## src/rtl/uart_pkg.sv

```systemverilog
package uart_pkg;

  typedef enum logic [1:0] {
    LN_IDLE  = 2'd0,
    LN_START = 2'd1,
    LN_DATA  = 2'd2,
    LN_STOP  = 2'd3
  } line_st_e;

  localparam int IDX_DATA  = 0;
  localparam int IDX_IEN   = 1;
  localparam int IDX_FCTL  = 2;
  localparam int IDX_LCTL  = 3;
  localparam int IDX_MCTL  = 4;
  localparam int IDX_LSTAT = 5;
  localparam int IDX_XSTAT = 31;

  localparam int DIV_WIN_BIT = 7;
  localparam int FLUSH_RX_BIT = 1;
  localparam int FLUSH_TX_BIT = 2;

endpackage

```

## src/rtl/uart_fifo.sv

```systemverilog
module uart_fifo #(
  parameter int W     = 8,
  parameter int DEPTH = 16,
  localparam int AW   = $clog2(DEPTH),
  localparam int CW   = $clog2(DEPTH + 1)
) (
  input  logic          clk,
  input  logic          rst_n,
  input  logic          push,
  input  logic          pop,
  input  logic          flush,
  input  logic [W-1:0]  din,
  output logic [W-1:0]  dout,
  output logic          empty,
  output logic          full,
  output logic [CW-1:0] count
);

  logic [W-1:0]  mem [DEPTH];
  logic [AW-1:0] wp_q, wp_d, rp_q, rp_d;
  logic [CW-1:0] cnt_q, cnt_d;
  logic          push_ok, pop_ok;

  function automatic logic [AW-1:0] adv(input logic [AW-1:0] p);
    return (p == AW'(DEPTH - 1)) ? '0 : p + 1'b1;
  endfunction

  assign full    = (cnt_q == CW'(DEPTH));
  assign empty   = (cnt_q == '0);
  assign push_ok = push && !full;
  assign pop_ok  = pop && !empty;
  assign dout    = mem[rp_q];
  assign count   = cnt_q;

  always_comb begin
    wp_d  = wp_q;
    rp_d  = rp_q;
    cnt_d = cnt_q;
    if (flush) begin
      wp_d  = '0;
      rp_d  = '0;
      cnt_d = '0;
    end else begin
      if (push_ok) wp_d = adv(wp_q);
      if (pop_ok)  rp_d = adv(rp_q);
      cnt_d = cnt_q + CW'(push_ok) - CW'(pop_ok);
    end
  end

  always_ff @(posedge clk or negedge rst_n) begin
    if (!rst_n) begin
      wp_q  <= '0;
      rp_q  <= '0;
      cnt_q <= '0;
    end else begin
      wp_q  <= wp_d;
      rp_q  <= rp_d;
      cnt_q <= cnt_d;
    end
  end

  always_ff @(posedge clk) begin
    if (push_ok && !flush) mem[wp_q] <= din;
  end

endmodule

```

## src/rtl/uart_baud_gen.sv

```systemverilog
module uart_baud_gen #(
  parameter int DIV_W = 16
) (
  input  logic             clk,
  input  logic             rst_n,
  input  logic [DIV_W-1:0] divisor,
  output logic             tick
);

  logic [DIV_W-1:0] cnt_q, cnt_d;

  always_comb begin
    tick  = 1'b0;
    cnt_d = cnt_q;
    if (divisor == '0) begin
      cnt_d = '0;
    end else if (cnt_q >= divisor - DIV_W'(1)) begin
      tick  = 1'b1;
      cnt_d = '0;
    end else begin
      cnt_d = cnt_q + DIV_W'(1);
    end
  end

  always_ff @(posedge clk or negedge rst_n) begin
    if (!rst_n) cnt_q <= '0;
    else        cnt_q <= cnt_d;
  end

endmodule

```

## src/rtl/uart_tx_serial.sv

```systemverilog
module uart_tx_serial
  import uart_pkg::*;
#(
  parameter int OSR = 16,
  parameter int DW  = 8,
  localparam int CW = $clog2(OSR),
  localparam int BW = $clog2(DW)
) (
  input  logic          clk,
  input  logic          rst_n,
  input  logic          tick,
  input  logic          fifo_empty,
  input  logic [DW-1:0] fifo_data,
  output logic          fifo_pop,
  output logic          txd,
  output logic          busy
);

  line_st_e      st_q, st_d;
  logic [CW-1:0] tc_q, tc_d;
  logic [BW-1:0] bi_q, bi_d;
  logic [DW-1:0] sh_q, sh_d;
  logic          txd_q, txd_d;

  always_comb begin
    st_d     = st_q;
    tc_d     = tc_q;
    bi_d     = bi_q;
    sh_d     = sh_q;
    fifo_pop = 1'b0;
    if (st_q == LN_IDLE) begin
      if (tick && !fifo_empty) begin
        fifo_pop = 1'b1;
        sh_d     = fifo_data;
        st_d     = LN_START;
        tc_d     = '0;
      end
    end else if (tick) begin
      if (tc_q == CW'(OSR - 1)) begin
        tc_d = '0;
        case (st_q)
          LN_START: begin
            st_d = LN_DATA;
            bi_d = '0;
          end
          LN_DATA: begin
            sh_d = sh_q >> 1;
            if (bi_q == BW'(DW - 1)) st_d = LN_STOP;
            else                     bi_d = bi_q + 1'b1;
          end
          default: st_d = LN_IDLE;
        endcase
      end else begin
        tc_d = tc_q + 1'b1;
      end
    end
    case (st_d)
      LN_START: txd_d = 1'b0;
      LN_DATA:  txd_d = sh_d[0];
      default:  txd_d = 1'b1;
    endcase
  end

  always_ff @(posedge clk or negedge rst_n) begin
    if (!rst_n) begin
      st_q  <= LN_IDLE;
      tc_q  <= '0;
      bi_q  <= '0;
      sh_q  <= '0;
      txd_q <= 1'b1;
    end else begin
      st_q  <= st_d;
      tc_q  <= tc_d;
      bi_q  <= bi_d;
      sh_q  <= sh_d;
      txd_q <= txd_d;
    end
  end

  assign txd  = txd_q;
  assign busy = (st_q != LN_IDLE);

endmodule

```

## src/rtl/uart_rx_serial.sv

```systemverilog
module uart_rx_serial
  import uart_pkg::*;
#(
  parameter int OSR = 16,
  parameter int DW  = 8,
  localparam int CW = $clog2(OSR),
  localparam int BW = $clog2(DW)
) (
  input  logic          clk,
  input  logic          rst_n,
  input  logic          tick,
  input  logic          rxd,
  output logic          push,
  output logic          frame_err,
  output logic [DW-1:0] data
);

  line_st_e      st_q, st_d;
  logic [CW-1:0] tc_q, tc_d;
  logic [BW-1:0] bi_q, bi_d;
  logic [DW-1:0] sh_q, sh_d;
  logic          last_q, last_d;

  always_comb begin
    st_d      = st_q;
    tc_d      = tc_q;
    bi_d      = bi_q;
    sh_d      = sh_q;
    push      = 1'b0;
    frame_err = 1'b0;
    last_d    = tick ? rxd : last_q;
    if (tick) begin
      case (st_q)
        LN_IDLE: begin
          if (!rxd && last_q) begin
            st_d = LN_START;
            tc_d = '0;
          end
        end
        LN_START: begin
          if (tc_q == CW'(OSR / 2 - 1)) begin
            tc_d = '0;
            bi_d = '0;
            st_d = rxd ? LN_IDLE : LN_DATA;
          end else begin
            tc_d = tc_q + 1'b1;
          end
        end
        LN_DATA: begin
          if (tc_q == CW'(OSR - 1)) begin
            tc_d = '0;
            sh_d = {rxd, sh_q[DW-1:1]};
            if (bi_q == BW'(DW - 1)) st_d = LN_STOP;
            else                     bi_d = bi_q + 1'b1;
          end else begin
            tc_d = tc_q + 1'b1;
          end
        end
        default: begin
          if (tc_q == CW'(OSR - 1)) begin
            push      = 1'b1;
            frame_err = !rxd;
            st_d      = LN_IDLE;
            tc_d      = '0;
          end else begin
            tc_d = tc_q + 1'b1;
          end
        end
      endcase
    end
  end

  always_ff @(posedge clk or negedge rst_n) begin
    if (!rst_n) begin
      st_q   <= LN_IDLE;
      tc_q   <= '0;
      bi_q   <= '0;
      sh_q   <= '0;
      last_q <= 1'b1;
    end else begin
      st_q   <= st_d;
      tc_q   <= tc_d;
      bi_q   <= bi_d;
      sh_q   <= sh_d;
      last_q <= last_d;
    end
  end

  assign data = sh_q;

endmodule

```

## src/rtl/uart_regs_core.sv

```systemverilog
module uart_regs_core
  import uart_pkg::*;
#(
  parameter int ADDR_W     = 8,
  parameter int REG_SHIFT  = 0,
  parameter int FIFO_DEPTH = 16,
  parameter int DIV_W      = 16,
  localparam int IW        = ADDR_W - REG_SHIFT,
  localparam int CW        = $clog2(FIFO_DEPTH + 1)
) (
  input  logic              clk,
  input  logic              rst_n,
  input  logic [ADDR_W-1:0] bus_addr,
  input  logic              bus_wr,
  input  logic              bus_rd,
  input  logic [7:0]        bus_wdata,
  output logic [7:0]        bus_rdata,
  output logic              ser_tx,
  input  logic              ser_rx
);

  logic [IW-1:0]    reg_idx;
  logic [7:0]       lcr_q, lcr_d, ien_q, ien_d;
  logic [4:0]       mcr_q, mcr_d;
  logic [DIV_W-1:0] div_q, div_d;
  logic             oe_q, oe_d, fe_q, fe_d;
  logic             rx_s1_q, rx_s2_q;
  logic             div_win;
  logic             hit_data, hit_ien, hit_fctl, hit_lctl, hit_mctl, hit_lstat, hit_xstat;

  logic             baud_tick;
  logic             tx_push, tx_pop, tx_flush, tx_empty, tx_full, tx_busy;
  logic [7:0]       tx_head;
  logic [CW-1:0]    tx_count;
  logic             rx_push, rx_pop, rx_flush, rx_empty, rx_full, rx_ferr;
  logic [7:0]       rx_byte, rx_head;
  logic [CW-1:0]    rx_count;
  logic             lstat_rd;
  logic [7:0]       lstat, xstat;

  assign reg_idx   = bus_addr[ADDR_W-1:REG_SHIFT];
  assign div_win   = lcr_q[DIV_WIN_BIT];
  assign hit_data  = (reg_idx == IW'(IDX_DATA));
  assign hit_ien   = (reg_idx == IW'(IDX_IEN));
  assign hit_fctl  = (reg_idx == IW'(IDX_FCTL));
  assign hit_lctl  = (reg_idx == IW'(IDX_LCTL));
  assign hit_mctl  = (reg_idx == IW'(IDX_MCTL));
  assign hit_lstat = (reg_idx == IW'(IDX_LSTAT));
  assign hit_xstat = (reg_idx == IW'(IDX_XSTAT));

  assign tx_push  = bus_wr && hit_data && !div_win;
  assign tx_flush = bus_wr && hit_fctl && bus_wdata[FLUSH_TX_BIT];
  assign rx_flush = bus_wr && hit_fctl && bus_wdata[FLUSH_RX_BIT];
  assign rx_pop   = bus_rd && hit_data && !div_win;
  assign lstat_rd = bus_rd && hit_lstat;

  always_comb begin
    lcr_d = lcr_q;
    ien_d = ien_q;
    mcr_d = mcr_q;
    div_d = div_q;
    if (bus_wr) begin
      if (hit_lctl) lcr_d = bus_wdata;
      if (hit_mctl) mcr_d = bus_wdata[4:0];
      if (hit_data && div_win) div_d[7:0] = bus_wdata;
      if (hit_ien && div_win)  div_d[DIV_W-1:8] = bus_wdata[DIV_W-9:0];
      if (hit_ien && !div_win) ien_d = bus_wdata;
    end
    oe_d = (oe_q && !lstat_rd) || (rx_push && rx_full);
    fe_d = (fe_q && !lstat_rd) || (rx_push && rx_ferr);
  end

  always_ff @(posedge clk or negedge rst_n) begin
    if (!rst_n) begin
      lcr_q   <= '0;
      ien_q   <= '0;
      mcr_q   <= '0;
      div_q   <= '0;
      oe_q    <= 1'b0;
      fe_q    <= 1'b0;
      rx_s1_q <= 1'b1;
      rx_s2_q <= 1'b1;
    end else begin
      if (bus_wr) begin
        lcr_q <= lcr_d;
        ien_q <= ien_d;
        mcr_q <= mcr_d;
        div_q <= div_d;
      end
      oe_q    <= oe_d;
      fe_q    <= fe_d;
      rx_s1_q <= ser_rx;
      rx_s2_q <= rx_s1_q;
    end
  end

  assign lstat = {1'b0, tx_empty && !tx_busy, tx_empty, 1'b0, fe_q, 1'b0, oe_q, !rx_empty};
  assign xstat = {5'b0, tx_empty, !tx_full, 1'b0};

  always_comb begin
    bus_rdata = '0;
    if (hit_data)       bus_rdata = div_win ? div_q[7:0] : rx_head;
    else if (hit_ien)   bus_rdata = div_win ? 8'(div_q[DIV_W-1:8]) : ien_q;
    else if (hit_lctl)  bus_rdata = lcr_q;
    else if (hit_mctl)  bus_rdata = {3'b0, mcr_q};
    else if (hit_lstat) bus_rdata = lstat;
    else if (hit_xstat) bus_rdata = xstat;
  end

  uart_baud_gen #(.DIV_W(DIV_W)) u_baud (
    .clk(clk), .rst_n(rst_n), .divisor(div_q), .tick(baud_tick)
  );

  uart_fifo #(.W(8), .DEPTH(FIFO_DEPTH)) u_txq (
    .clk(clk), .rst_n(rst_n), .push(tx_push), .pop(tx_pop), .flush(tx_flush),
    .din(bus_wdata), .dout(tx_head), .empty(tx_empty), .full(tx_full), .count(tx_count)
  );

  uart_tx_serial #(.OSR(16), .DW(8)) u_txs (
    .clk(clk), .rst_n(rst_n), .tick(baud_tick), .fifo_empty(tx_empty),
    .fifo_data(tx_head), .fifo_pop(tx_pop), .txd(ser_tx), .busy(tx_busy)
  );

  uart_rx_serial #(.OSR(16), .DW(8)) u_rxs (
    .clk(clk), .rst_n(rst_n), .tick(baud_tick), .rxd(rx_s2_q),
    .push(rx_push), .frame_err(rx_ferr), .data(rx_byte)
  );

  uart_fifo #(.W(8), .DEPTH(FIFO_DEPTH)) u_rxq (
    .clk(clk), .rst_n(rst_n), .push(rx_push), .pop(rx_pop), .flush(rx_flush),
    .din(rx_byte), .dout(rx_head), .empty(rx_empty), .full(rx_full), .count(rx_count)
  );

endmodule

```

## config.mk

```make
export PLATFORM = sky130hd
export DESIGN_NAME = uart_regs_core
export DESIGN_NICKNAME = d
export VERILOG_FILES = /design/src/rtl/uart_pkg.sv /design/src/rtl/uart_fifo.sv /design/src/rtl/uart_baud_gen.sv /design/src/rtl/uart_tx_serial.sv /design/src/rtl/uart_rx_serial.sv /design/src/rtl/uart_regs_core.sv
export SDC_FILE = /design/constraint.sdc
export NUM_CORES = 1
export LEC_CHECK = 0
export BUFFER_PORTS_ARGS = -buffer_cell sky130_fd_sc_hd__buf_2
export CORE_ASPECT_RATIO = 0.9
export CORE_MARGIN = 2
export CORE_UTILIZATION = 68
export CTS_CLUSTER_DIAMETER = 150
export DETAILED_ROUTE_END_ITERATION = 10
export PLACE_DENSITY_LB_ADDON = 0.08
export SETUP_SLACK_MARGIN = 0.5
export SLEW_MARGIN = 20
export SYNTH_ARGS = -nofsm -noshare
export SYNTH_HDL_FRONTEND = slang
export SYNTH_SLANG_ARGS = --single-unit
```

## constraint.sdc

```tcl
create_clock -name clk -period 7.75 [get_ports clk]
set_input_delay 0.3875 -clock clk [delete_from_list [all_inputs] [get_ports clk]]
set_output_delay 0.3875 -clock clk [all_outputs]
set_load 0.05 [all_outputs]
```

==> results of run 1 <==
## synth_stat cells, drive strengths merged, types with 2 or more instances
| library cell | instances | area (um^2) |
|---|---|---|
| a221oi | 13 | 113.9 |
| mux2i | 36 | 360.4 |
| o31ai | 3 | 27.52 |
| and2 | 20 | 125.1 |
| nor3b | 5 | 42.54 |
| nand2b | 4 | 25.02 |
| a32o | 5 | 50.05 |
| nor4 | 6 | 52.55 |
| o21ai | 36 | 180.2 |
| nand2 | 60 | 227.7 |
| or4 | 5 | 37.54 |
| fa | 2 | 40.04 |
| o2111ai | 2 | 17.52 |
| nand3 | 24 | 125.1 |
| nand4 | 12 | 75.07 |
| nor3 | 20 | 100.1 |
| clkbuf | 27 | 101.4 |
| ha | 48 | 600.6 |
| a31oi | 5 | 31.28 |
| and3 | 13 | 81.33 |
| nor4b | 6 | 65.06 |
| buf | 17 | 88.83 |
| xor2 | 20 | 175.2 |
| or3 | 8 | 50.05 |
| a22o | 13 | 113.9 |
| dfrtp | 115 | 2878 |
| xnor2 | 18 | 157.7 |
| o211ai | 2 | 15.01 |
| inv | 39 | 146.4 |
| o221ai | 4 | 35.03 |
| edfxtp | 256 | 7687 |
| a21o | 13 | 97.59 |
| nor2b | 9 | 56.30 |
| a21oi | 26 | 130.1 |
| nor2 | 64 | 242.7 |
| dfstp | 4 | 105.1 |
| a22oi | 8 | 60.06 |
| mux4 | 62 | 1396 |
| mux2 | 44 | 495.5 |
## power by group
group,total (mW),internal (mW),switching (mW)
clock,1.88,1.15,0.729
sequential,2.31,2.23,0.0824
combinational,0.802,0.362,0.440
## how the worst min path moves through the flow
stage	from	to	slack (ns)
final	bus_rd	fe_q	0.26
after global routing	bus_rd	oe_q	0.33
after CTS	bus_rd	fe_q	0.26
after detailed placement	rx_s1_q	rx_s2_q	0.35
after global placement	rx_s1_q	rx_s2_q	0.35
after floorplan	rst_n	div_q[0]	0.09
## critical path, delay by kind of cell, from the launching register on
family          cells  cell delay [ns]
compound gates      3             0.82
buf+inv             5             0.51
flops               1             0.39
simple gates        9             2.07
xor+xnor            1             0.12
fa+ha+maj           5             1.29
## kinds of logic (layout without fill, tap and decap cells)
kind of cell / count (synthesis) / count (layout)
flops: 375 / 375
mux: 142 / 142
compound gates: 145 / 145
buf+inv: 84 / 151
xor+xnor: 38 / 38
fa+ha+maj: 50 / 50
simple gates: 261 / 261
## flip-flops by register name, indices dropped and copies added, names as in the netlist, 3 cells and up
name / flops
u_rxq.wp_q: 4
ien_q: 8
u_baud.cnt_q: 16
u_rxq.mem: 128
mcr_q: 5
u_txs.bi_q: 3
u_txq.count: 5
u_txs.sh_q: 8
u_rxs.tc_q: 4
u_rxs.data: 8
div_q: 16
u_txq.mem: 128
u_rxs.bi_q: 3
u_rxq.count: 5
u_txq.rp_q: 4
lcr_q: 8
u_txq.wp_q: 4
u_txs.tc_q: 4
u_rxq.rp_q: 4
## area by class of cell
type,count,area (um^2)
multi-input combinational,636,5587
sequential,375,10670
clock buffer,46,1002
inverter,40,150.1
tap,308,385.4
fill,1432,5788
clock inverter,23,285.3
timing repair buffer,42,250.2
## per-layer routing
| metal | track usage | up-vias | share of wire | wire (um) |
|---|---|---|---|---|
| met5 | 0 | - | 0 | 0 |
| met4 | 0.06773 | 0 | 0.021 | 714 |
| met3 | 0.03870 | 50 | 0.057 | 1984 |
| met2 | 0.4605 | 311 | 0.50 | 17100 |
| met1 | 0.4075 | 4861 | 0.43 | 14730 |
| li1 | - | 4297 | - | - |
## stage by stage
stage,worst slack [ns],power [mW],utilization
2_1_floorplan,3.150,2.955,-
3_3_place_gp,2.644,3.137,0.7058
3_5_place_dp,2.465,3.158,0.7058
4_1_cts,2.414,5.035,0.7600
5_1_grt,1.941,5.208,0.7600
6_report,2.370,5.001,0.7600
==> out/results.ini, run 1 <==
[sta]
fin_tns_setup_ns = 0
finalHoldViolCount = 0
timing.final.crit_share = 0.6942
holdWs_ns = 0.2635
worstMarginPinSlew_ns = 0.9322
rsz0062_at_grt = false
slew_headroom = 0.3748
slew_viol_final = 0
finalSetupViolCount = 0
fmax_mhz = 185.9
layout_min_cycle_time_ns = 5.380
finClkSkew_ns = 0.01595

[place]
placedCellCount = 1399
place_area_um2 = 17030
gp_congestion = 0.8825
hpwlAfterDp_mm = 22.56
port_buffers = 29

[global_route]
globalRouteOverflowTotal = 0
grt_pass1_vias = 9494
antenna_found_initial = 0
grt_max_degree = 72
grt_pass1_wl_mm = 54.34
grt_usage = 0.2800

[clock_tree]
post_cts_buffers = 0
clockBufferDepth = 3
h-tree-depth = 2
path_clk_slew_ns = 0.06
cts_buffers = 38
cts_tree = done
clock_latency_ns = 0.52
cts_sinks = 375
clockRootBuffer = clkbuf_16
ctsResizeCount = 0
cts-hold-fix-buffers = 2

[die]
die_x_um = 168.7
die_h_um = 152.2
initial_utilization = 0.6878
ios = 30
die-area_um2 = 25670
std_cell_rows = 54
core_area_um2 = 24120

[drt]
vias = 9519
drc = 0
dr.pass1.iters = 5
ant_nets = 0
wire_per_inst_um = 23.49
wl_mm = 34.53
drtIter0Drc = 800
viasPerCell = 6.476

[logic_synthesis]
synthCells = 1095
synth_edf_count = 256
yosys_warnings = 0
synth.net_count = 1166
synth_compound_area_frac = 0.06071
yosysUniqueCellTypes = 71
ys_ff_latch = 375
synth_mux_area_frac = 0.1357
synth_top_family_by_area = multiplexers
syn-cell-area_um2 = 16590
synthAdderAreaFrac = 0.03861
yosysSeqAreaShare = 0.6431
synthSimpleGateAreaFrac = 0.08122
postSynthAreaPerCell_um2 = 15.15
yosys.area_share.xor_xnor = 0.02006
synthArstFlopShare = 0.3173
synth_flop_cell = edfxtp_1

[finish]
layout_common_cells = edfxtp_1 (256), dfrtp_1 (113), nor2_1 (63), mux4_2 (62), nand2_1 (59)
n_antenna_cell = 0
final_common_cell = edfxtp_1
area_delta_synth_final_pct = 10.50
fin_area_um2 = 18330
num-nets-final = 1204
layout-drive-gt1-share = 0.1893
final_cells = 1470

[worst_setup_path]
r2r-end = u_txq.count[4]
crit_chain = inv_1, ha_1, nor2b_1, nand3_1, nor4_1, xnor2_1, ha_1, nand4_1, nor3_1, nor4b_2, o31a_1, nand2_2, inv_2, ha_1, inv_1, ha_1, inv_1, fa_1, inv_1, a21oi_1, nor2_1, or3_1, a21oi_1
worstPathMaxFanout = 17
start_kind = register
critical_path_required_ns = 8.11
r2r_start = div_q[0]
r2r_slack_ns = 2.37
crit_type = reg -> reg
reg2reg_depth = 23
crit_slowest_cell = o31a_1
arrival_ns = 5.74
cpPeakStageDelay_ns = 0.71
setup.worst_path.end = u_txq.count[4]
endpoint_kind = register
cp-startpoint = div_q[0]

[worst_hold_path]
hp-class = in -> reg
hold_depth = 4

[power]
peakVddDrop_mv = 0.2111
power_density_nw_per_um2 = 272.8
power_leakage_nw = 6.825

[run]
cap_violations = 0

[status]
status = completed

No activity file was read; power rests on OpenSTA's default activity.
==> run 2, diff against run 1 <==
--- a/config.mk
+++ b/config.mk
@@ -5,10 +5,11 @@
 export SDC_FILE = /design/constraint.sdc
 export NUM_CORES = 1
 export LEC_CHECK = 0
+export ABC_AREA = 1
 export BUFFER_PORTS_ARGS = -buffer_cell sky130_fd_sc_hd__buf_2
 export CORE_ASPECT_RATIO = 0.9
 export CORE_MARGIN = 2
-export CORE_UTILIZATION = 68
+export CORE_UTILIZATION = 57
 export CTS_CLUSTER_DIAMETER = 150
 export DETAILED_ROUTE_END_ITERATION = 10
 export PLACE_DENSITY_LB_ADDON = 0.08
==> constraint.sdc (replaced) <==
create_clock -name clk -period 4.5 [get_ports clk]
set_input_delay 0.225 -clock clk [delete_from_list [all_inputs] [get_ports clk]]
set_output_delay 0.225 -clock clk [all_outputs]
set_load 0.05 [all_outputs]
==> out/results.ini, run 2 <==
[status]
status = completed  ; unchanged

[sta]
timing.final.crit_share = 0.8860  ; was 0.6942
rsz0062_at_grt = true  ; was false
fmax_mhz = 250.8  ; was 185.9 MHz
holdWs_ns = 0.1010  ; was 0.2635 ns
finalHoldViolCount = 0  ; unchanged
slew_viol_final = 0  ; unchanged
worstMarginPinSlew_ns = 0.9647  ; was 0.9322 ns
slew_headroom = 0.3545  ; was 0.3748
finClkSkew_ns = 0.01646  ; was 0.01595 ns
finalSetupViolCount = 0  ; unchanged
fin_tns_setup_ns = 0  ; unchanged
setup_ws_ns = 0.5131  ; was 2.370 ns
layout_min_cycle_time_ns = 3.987  ; was 5.380 ns

[finish]
layout_common_cells = nand2_1 (347), edfxtp_1 (256), inv_1 (136), o21ai_0 (134), nor2_1 (121)  ; was edfxtp_1 (256), dfrtp_1 (113), nor2_1 (63), mux4_2 (62), nand2_1 (59)
area_delta_synth_final_pct = 14.47  ; was 10.50%
top_regs = u_rxq.mem: 128 flops, u_txq.mem: 128 flops  ; unchanged
layout-drive-gt1-share = 0.1279  ; was 0.1893
n_antenna_cell = 0  ; unchanged
fillerInstances = 2314  ; was 1,432
final_cells = 2139  ; was 1,470
final_common_cell = nand2_1  ; was edfxtp_1
num-nets-final = 1776  ; was 1,204

[worst_setup_path]
start_kind = register  ; unchanged
crit_type = reg -> reg  ; unchanged
worstPathMaxFanout = 4  ; was 17
path_delay_family = simple AND/OR/NAND/NOR gates  ; unchanged
path_common_cell = buf_4
endpoint_kind = register  ; unchanged
cpPeakStageDelay_ns = 0.41  ; was 0.71 ns
critical_path_buf_inv_count = 6  ; was 5
arrival_ns = 4.39  ; was 5.74 ns
crit_slowest_cell = dfrtp_1  ; was o31a_1
critical_path_required_ns = 4.91  ; was 8.11 ns

[logic_synthesis]
yosysTopAreaCellShare = 0.4494  ; was 0.4633
synth.net_count = 1706  ; was 1,166
synthArstFlopShare = 0.3173  ; unchanged
synth_compound_area_frac = 0.1145  ; was 0.06071
synth_edf_count = 256  ; unchanged
ys_ff_latch = 375  ; unchanged
synthAdderAreaFrac = 0.03745  ; was 0.03861
synth_area_leader_cell = edfxtp_1  ; unchanged
synth_area_leaders = edfxtp_1 (45%), dfrtp_1 (17%), nand2_1 (7.7%), o21ai_0 (4.0%), ha_1 (3.5%)  ; was edfxtp_1 (46%), dfrtp_1 (17%), mux4_2 (8.4%), ha_1 (3.6%), mux2_2 (3.0%)
synth_flop_cell = edfxtp_1  ; unchanged
syn-cell-area_um2 = 17110  ; was 16,590 um^2
synth_commonest_cells = nand2_1 (351), edfxtp_1 (256), inv_1 (139)  ; was edfxtp_1 (256), dfrtp_1 (115), nor2_1 (63)
yosys.area_share.xor_xnor = 0.01536  ; was 0.02006
postSynthAreaPerCell_um2 = 10.46  ; was 15.15 um^2
yosysMostFrequentCell = nand2_1  ; was edfxtp_1
yosysUniqueCellTypes = 54  ; was 71
synthCells = 1635  ; was 1,095
synth_mux_area_frac = 0  ; was 0.1357
yosysSeqAreaShare = 0.6238  ; was 0.6431
synth_top_family_by_area = simple AND/OR/NAND/NOR gates  ; was multiplexers
yosys_warnings = 0  ; unchanged
synthSimpleGateAreaFrac = 0.1609  ; was 0.08122

[drt]
drc = 0  ; unchanged
dr.pass1.iters = 5  ; unchanged
drtIter0Drc = 1343  ; was 800
vias = 12160  ; was 9,519
wire_per_inst_um = 19.03  ; was 23.49 um
viasPerCell = 5.687  ; was 6.476
ant_nets = 0  ; unchanged
wl_mm = 40.71  ; was 34.53 mm

[die]
initial_utilization = 0.5754  ; was 0.6878
die_x_um = 186.6  ; was 168.7 um
die_h_um = 168.3  ; was 152.2 um
core_area_um2 = 29730  ; was 24,120 um^2
ios = 30  ; unchanged
std_cell_rows = 60  ; was 54
die-area_um2 = 31410  ; was 25,670 um^2

[clock_tree]
clock_latency_ns = 0.54  ; was 0.52 ns
cts_tree = done  ; unchanged
cts_sinks = 375  ; unchanged
h-tree-depth = 2  ; unchanged
cts_buffers = 39  ; was 38
clockBufferDepth = 3  ; unchanged
path_clk_slew_ns = 0.06  ; about the same
clockRootBuffer = clkbuf_16  ; unchanged

[global_route]
grt_usage = 0.2630  ; was 0.2800
grt_pass1_vias = 11810  ; was 9,494
grt_max_degree = 69  ; was 72
globalRouteOverflowTotal = 0  ; unchanged
antenna_found_initial = 1  ; was 0
grt_pass1_wl_mm = 64.64  ; was 54.34 mm

[place]
hpwlAfterDp_mm = 26.29  ; was 22.56 mm
dp_slack_ns = 0.1963  ; was 2.465 ns
port_buffers = 29  ; unchanged
gp_congestion = 0.8899  ; was 0.8825
placedCellCount = 2041  ; was 1,399

[power]
power_leakage_nw = 8.217  ; was 6.825 nW
power_density_nw_per_um2 = 406.4  ; was 272.8 nW/um^2
peakVddDrop_mv = 0.3841  ; was 0.2111 mV
finalPower_mw = 7.957  ; was 5.001 mW

[worst_hold_path]
hp-class = in -> reg  ; unchanged

[run]
cap_violations = 0  ; unchanged

## run 2: cell types whose count changed after synthesis, moves of 14 or more
| cell | before | now |
|---|---|---|
| nand2_1 | 59 | 351 |
| o22ai_1 | 0 | 14 |
| o21ai_0 | 36 | 138 |
| mux2i_1 | 36 | 0 |
| nor2_1 | 63 | 126 |
| inv_1 | 37 | 139 |
| mux2_2 | 44 | 0 |
| and2_1 | 20 | 0 |
| nand3_1 | 23 | 85 |
| a21oi_1 | 26 | 112 |
| mux4_2 | 62 | 0 |
## run 2: worst paths after layout
path	cells past startpoint	slack [ns]	start	end
worst max register to register	26	0.51	div_q[1]	u_txq.count[4]
min in group asynchronous	2	0.30	rst_n	u_baud.cnt_q[5]
max in group asynchronous	3	3.36	rst_n	rx_s2_q
worst max-delay path	26	0.51	div_q[1]	u_txq.count[4]
worst min-delay path	1	0.10	bus_wdata[4]	u_txq.mem[5][4]
worst min register to register	0	0.36	rx_s1_q	rx_s2_q
## run 2: timing repair
| item | in CTS | in global routing |
|---|---|---|
| pin swaps | 21 | 20 |
| endpoints found under the setup margin | 11 | 111 |
| hold buffers | 2 | 0 |
| gates resized for setup | 22 | 24 |
| setup buffers | 14 | 10 |
| endpoints found under the hold margin | 52 | 0 |
## run 2: layer usage
layer / share of wire / up-vias / track usage / wire [um]
met2: 0.46 / 442 / 0.4122 / 18790
met5: 0.00029 / - / 0 / 12
met3: 0.066 / 89 / 0.03815 / 2706
met4: 0.038 / 2 / 0.1063 / 1537
met1: 0.43 / 5820 / 0.3743 / 17660
li1: - / 5811 / - / -
## run 2: power breakdown
part           internal [mW]  switching [mW]  total, mW
sequential              3.73          0.0485       3.77
combinational          0.189           0.427      0.615
clock                   2.22            1.35       3.57
total                   6.13            1.83       7.96
## run 2: layout make-up
cell class,instances,area (um^2),share of cell area
multi-input combinational,1051,5811,0.2968
inverter,154,585.6,0.02991
timing repair buffer,84,578.1,0.02952
tap,403,504.2,0.02575
clock inverter,24,352.8,0.01802
sequential,375,10680,0.5453
clock buffer,48,1072,0.05476
## run 2: through the flow
step | cell area (um^2) | util
after floorplan | 17120 | -
after global placement | 17760 | 0.5974
after detailed placement | 17760 | 0.5974
after CTS | 19390 | 0.6522
after global routing | 19580 | 0.6586
final | 19580 | 0.6586
## run 2: logic make-up after synthesis
logic type,after synthesis
adder cells (fa/ha/maj),50
flip-flops,375
XOR/XNOR,30
AO/OA/AOI/OAI,343
buffers and inverters,209
AND/OR/NAND/NOR,628
